`src/rtl/quad_dac_pkg.sv`:
```
package quad_dac_pkg;
  localparam int CH_NUM = 4;
  localparam int CODE_W = 12;
  localparam int ADDR_W = $clog2(CH_NUM);
  localparam int MODE_W = 2 * CH_NUM;

  typedef struct packed {
    logic                capture;  // chip select fall seen
    logic                commit;   // load strobe rise seen
    logic                modeSel;  // mode word targeted
    logic                passOne;
    logic                passAll;
    logic [ADDR_W-1:0]   chan;
    logic [CODE_W-1:0]   word;
  } strobe_t;
endpackage

```
`src/rtl/quad_dac_ctrl.sv`:
```
module quad_dac_ctrl
  import quad_dac_pkg::*;
#(
  parameter int SYNC_STAGES = 2
) (
  input  logic              clk,
  input  logic              rstN,
  input  logic [CODE_W-1:0] busIn,
  input  logic              csN,
  input  logic              msN,
  input  logic              lsN,
  input  logic [ADDR_W-1:0] chanSel,
  input  logic              passOne,
  input  logic              passAll,
  output strobe_t           strobes
);
  localparam int SYNC_W  = CODE_W + ADDR_W + 5;
  localparam int ADDR_LO = CODE_W;
  localparam int PALL_B  = CODE_W + ADDR_W;
  localparam int PONE_B  = PALL_B + 1;
  localparam int LS_B    = PALL_B + 2;
  localparam int MS_B    = PALL_B + 3;
  localparam int CS_B    = PALL_B + 4;
  localparam logic [SYNC_W-1:0] IDLE = {3'b111, {(SYNC_W-3){1'b0}}};

  logic [SYNC_STAGES-1:0][SYNC_W-1:0] stage;
  logic [SYNC_W-1:0] rawIn, cur;
  logic prevCs, prevLs;

  assign rawIn = {csN, msN, lsN, passOne, passAll, chanSel, busIn};
  assign cur   = stage[SYNC_STAGES-1];

  always_ff @(posedge clk or negedge rstN) begin
    if (!rstN) begin
      for (int i = 0; i < SYNC_STAGES; i++) stage[i] <= IDLE;
      prevCs <= 1'b1;
      prevLs <= 1'b1;
    end else begin
      stage[0] <= rawIn;
      for (int i = 1; i < SYNC_STAGES; i++) stage[i] <= stage[i-1];
      prevCs <= cur[CS_B];
      prevLs <= cur[LS_B];
    end
  end

  always_comb begin
    strobes.capture = prevCs & ~cur[CS_B];
    strobes.commit  = ~prevLs & cur[LS_B];
    strobes.modeSel = ~cur[MS_B];
    strobes.passOne = cur[PONE_B];
    strobes.passAll = cur[PALL_B];
    strobes.chan    = cur[ADDR_LO +: ADDR_W];
    strobes.word    = cur[CODE_W-1:0];
  end
endmodule

```
`src/rtl/quad_dac_datapath.sv`:
```
module quad_dac_datapath
  import quad_dac_pkg::*;
(
  input  logic                     clk,
  input  logic                     rstN,
  input  strobe_t                  strobes,
  output logic [CH_NUM*CODE_W-1:0] codeOut,
  output logic [CH_NUM-1:0]        gainOut,
  output logic [CH_NUM-1:0]        bipolarOut
);
  logic [MODE_W-1:0] modeFirst, modeSecond, modeField;

  assign modeField = strobes.word[CODE_W-1 -: MODE_W];

  always_ff @(posedge clk or negedge rstN) begin
    if (!rstN) begin
      modeFirst  <= '0;
      modeSecond <= '0;
    end else if (strobes.modeSel) begin
      if (strobes.capture) modeFirst <= modeField;
      if (strobes.commit)
        modeSecond <= strobes.capture ? modeField : modeFirst;
    end
  end

  assign gainOut    = modeSecond[MODE_W-1 -: CH_NUM];
  assign bipolarOut = modeSecond[CH_NUM-1:0];

  for (genvar g = 0; g < CH_NUM; g++) begin : g_chan
    localparam logic [ADDR_W-1:0] IDX = ADDR_W'(g);
    logic [CODE_W-1:0] dataFirst, dataSecond;
    logic hit, dataWr;

    assign hit    = (strobes.chan == IDX);
    assign dataWr = hit & ~strobes.modeSel;

    always_ff @(posedge clk or negedge rstN) begin
      if (!rstN) begin
        dataFirst  <= '0;
        dataSecond <= '0;
      end else begin
        if (dataWr && strobes.capture) dataFirst <= strobes.word;
        if (dataWr && strobes.commit)
          dataSecond <= strobes.capture ? strobes.word : dataFirst;
        if (strobes.passAll || (strobes.passOne && hit))
          dataSecond <= strobes.word;
      end
    end

    assign codeOut[g*CODE_W +: CODE_W] = dataSecond;
  end
endmodule

```
`src/rtl/quad_dac_regs.sv`:
```
module quad_dac_regs
  import quad_dac_pkg::*;
#(
  parameter int SYNC_STAGES = 2
) (
  input  logic                     clk,
  input  logic                     rstN,
  input  logic [CODE_W-1:0]        busIn,
  input  logic                     csN,
  input  logic                     msN,
  input  logic                     lsN,
  input  logic [ADDR_W-1:0]        chanSel,
  input  logic                     passOne,
  input  logic                     passAll,
  output logic [CH_NUM*CODE_W-1:0] codeOut,
  output logic [CH_NUM-1:0]        gainOut,
  output logic [CH_NUM-1:0]        bipolarOut
);
  strobe_t strobes;

  quad_dac_ctrl #(.SYNC_STAGES(SYNC_STAGES)) ctrl_i (
    .clk(clk), .rstN(rstN), .busIn(busIn), .csN(csN), .msN(msN),
    .lsN(lsN), .chanSel(chanSel), .passOne(passOne), .passAll(passAll),
    .strobes(strobes)
  );

  quad_dac_datapath dp_i (
    .clk(clk), .rstN(rstN), .strobes(strobes),
    .codeOut(codeOut), .gainOut(gainOut), .bipolarOut(bipolarOut)
  );
endmodule

```
`config.mk`:
```
export PLATFORM = sky130hd
export DESIGN_NAME = quad_dac_regs
export DESIGN_NICKNAME = d
export VERILOG_FILES = /design/src/rtl/quad_dac_pkg.sv /design/src/rtl/quad_dac_ctrl.sv /design/src/rtl/quad_dac_datapath.sv /design/src/rtl/quad_dac_regs.sv
export SDC_FILE = /design/constraint.sdc
export NUM_CORES = 1
export LEC_CHECK = 0
export CAP_MARGIN = 20
export CORE_ASPECT_RATIO = 0.75
export CORE_MARGIN = 2
export CORE_UTILIZATION = 54
export DETAILED_ROUTE_END_ITERATION = 10
export GPL_TIMING_DRIVEN = 0
export PLACE_DENSITY = 0.88
export SKIP_LAST_GASP = 1
export SLEW_MARGIN = 10
export SYNTH_ARGS = -nofsm -noshare
export SYNTH_HDL_FRONTEND = slang
export SYNTH_SLANG_ARGS = --single-unit
```
`constraint.sdc`:
```
create_clock -name clk -period 2.1 [get_ports clk]
set_clock_uncertainty 0.1 [all_clocks]
set_input_delay 0.525 -clock clk [delete_from_list [all_inputs] [get_ports clk]]
set_output_delay 0.525 -clock clk [all_outputs]
set_load 0.02 [all_outputs]
```
==> qor.yml <==
placed_design:
  hpwl_um: 8645
  placement.io_buffers: 76
  gp_congestion: 0.8358
worst_setup_path:
  crit_arrival_ns: 1.45
  path_delay_family: "buffers and inverters"
  critical_path.n_buffers_inverters: 1
  crit_required_ns: 1.47
  worstSetupEndpointType: "primary output"
  crit_path_cell_trace: "clkdlybuf4s50_1"
  crit_type: "flop to primary output"
  crit_fanout: 2
  start_kind: "flop"
  timing.critical_path.slowest_cell_delay_ns: 0.63
  cpMaxStageDelayCell: "clkdlybuf4s50_1"
clocking:
  clock_path_buffers: 2
  cts_tree: "done"
  ctsHoldBuffers: 0
  ctsResizeCount: 0
  cts_htree_levels: 4
  clkTransAtPathRegs_ns: 0.06
  clock_buffer_count_from_cts: 17
  clock_sinks: 152
  clock_insertion_delay_worst_skew_ns: 0.41
  cts_setup_buffers: 0
  clock_tree_root_driver_cell: "clkbuf_16"
finish:
  area_growth_pct: 26.49
  seqCellArea_um2: 3814
  num_antenna_cells: 0
  drive_above_1_share_pct: 16.25
  final.fill_count: 694
  multi_input_area_um2: 1541
  final_nets: 568
  final_util_pct: 71.11
logic_synthesis:
  post-synth-top-count-cell: "dfrtp_1"
  synth-seq-area-share_pct: 65.17
  yosys_most_used_dff: "dfrtp_1"
  postSynthCellCount: 451
  ys_warn_count: 0
  number_of_flops_mapped_to_enable_cells_by_yosys: 0
  postSynthRegisterBits: 152
  syn-cell-area_um2: 5852
  syn-mean-instance-area_um2: 12.98
  yosys.area.top_type_share_pct: 61.58
  post_synth_num_cell_types: 30
  synth-async-reset-ratio_pct: 100.0
  mappedNetlistNets: 472
  synth_area_leader_cell: "dfrtp_1"
  synth.cells.most_frequent: "dfrtp_1 (144), inv_1 (97), a222oi_1 (48), mux2i_1 (36), nor2_1 (23)"
  yosys-top-cells-area: "dfrtp_1 (62%), a222oi_1 (8.2%), inv_1 (6.2%)"
drt:
  route.detailed.drc: 0
  routed_wire_length_per_instance_um: 18.04
  drt-vias-per-instance: 5.736
  drtPass1Iterations: 7
  final_antenna_net_count: 0
  routed_wl_um: 12550
  drt_first_iter_violations: 496
  dr_total_vias: 3992
timing:
  final.min_clock_period_ns: 2.073
  tns_ns: 0
  slew_viol_final: 0
  final-hold-violation-count: 10
  achievable-frequency_mhz: 482.4
  worst_slew_pin_slew_ns: 0.5657
  slew_headroom_pct: 62.29
  worst_hold_slack_ns: -0.01240
  grt_setup_unrepaired: "false"
  finalSetupViolCount: 0
  final.period_utilization_pct: 98.71
run:
  timing.max_cap.violations: 0
global_route:
  grt.overflow.total: 0
  grt_start_max_net_pins: 91
  antenna_found_initial: 0
  number_of_global_route_vias_before_repair: 4152
  track_usage_pct: 22.92
  grt_pass1_wl_um: 20980
outcome:
  run_status: "complete, but fails checks"
  violated_checks: "hold timing"
pwr:
  power.density_nw_per_um2: 1065
  leakage_nw: 3.380
  max-vdd-ir-drop_mv: 0.7292
floorplan:
  fp-row-count: 32
  floorplan.initialDensity_pct: 56.21
  io-pin-count: 77
  die_width_um: 124.2
  core_area_um2: 10410
  chipHeight_um: 94.16
  die-area_um2: 11690
hold_path:
  class_of_the_tightest_hold_or_removal_check: "input pin to async pin"
-- layout make-up --
class                      instances  area share (%)
inverter                          97           4.919
sequential                       152           51.52
clock buffer                      23           6.322
clock inverter                     9           1.657
multi-input combinational        180           20.82
timing repair buffer              77           10.67
buffer                            22           1.792
tap                              136           2.299
-- state kept, by name (all words and copies together) (netlist names) --
register                flops
dp_i.modeFirst              8
ctrl_i.prevCs               1
ctrl_i.cur                 19
dp_i.modeSecond             8
dp_i.g_chan.dataSecond     48
ctrl_i.stage               19
dp_i.g_chan.dataFirst      48
ctrl_i.prevLs               1
-- through the flow --
stage | instance area, um2 | std cells | power [W] | hold WS, ns | setup slack, ns
3_5_place_dp | 6812 | 664 | 0.004877 | 0.2347 | 0.1380
5_1_grt | 7402 | 696 | 0.008207 | 0.01915 | 0.006300
2_1_floorplan | 5852 | 451 | 0.004278 | 0.1294 | 0.4107
6_report | 7402 | 696 | 0.007885 | -0.01240 | 0.02713
4_1_cts | 7402 | 696 | 0.007919 | 0.003122 | 0.03336
3_3_place_gp | 6783 | 663 | 0.004785 | 0.2318 | -5.198
-- per-layer routing --
| metal | wire length, um | vias up | track usage, % | share of wire, % |
|---|---|---|---|---|
| li1 | - | 1755 | - | - |
| met5 | 0 | - | 0 | 0 |
| met1 | 5371 | 2031 | 30.57 | 43 |
| met3 | 878 | 12 | 6.378 | 7.0 |
| met2 | 6183 | 194 | 37.20 | 49 |
| met4 | 121 | 0 | 6.835 | 0.96 |
-- where the power goes --
| group | total, W | leakage (nW) | switching, W | internal [W] |
|---|---|---|---|---|
| clock | 0.00304 | 0.291 | 0.00112 | 0.00192 |
| combinational | 0.00125 | 1.31 | 0.000679 | 0.000574 |
| sequential | 0.00359 | 1.78 | 0.000224 | 0.00337 |
| total | 0.00788 | 3.38 | 0.00202 | 0.00586 |
-- final timing paths --
kind	from	cells past startpoint	slack, ns	end
max	dp_i.modeSecond[4]	1	0.03	gainOut[0]
min	rstN	1	-0.01	dp_i.g_chan[2].dataFirst[11]
max reg2reg	ctrl_i.cur[18]	5	0.12	dp_i.g_chan[3].dataSecond[10]
max in group asynchronous	rstN	2	1.10	ctrl_i.stage[16]
min in group clk	ctrl_i.stage[8]	0	0.25	ctrl_i.cur[8]
min reg2reg	ctrl_i.stage[8]	0	0.25	ctrl_i.cur[8]
-- cell usage in the layout, fill, tap and decap left out, types with 3 or more instances in the layout --
cell type,n
a222oi_1,48
a31oi_1,8
buf_2,13
buf_4,7
bufinv_16,3
clkbuf_1,5
clkbuf_16,17
clkdlybuf4s50_1,75
clkinv_2,5
dfrtp_1,144
dfstp_2,8
inv_1,97
mux2_2,19
mux2i_1,36
nand2_1,17
nand3b_1,3
nor2_1,23
nor4_2,3
o2bb2ai_1,4
o311ai_2,4
-- cell families (layout without fill, tap and decap cells) --
| logic type | after synthesis | after routing | synth area share, % |
|---|---|---|---|
| AOI/OAI and AO/OA | 64 | 64 | 10.78 |
| buffers and inverters | 119 | 228 | 8.488 |
| DFF | 152 | 152 | 65.17 |
| muxes | 56 | 56 | 10.01 |
| and+or+nand+nor | 60 | 60 | 5.559 |
Note: power is estimated with default switching activity, not from simulation.
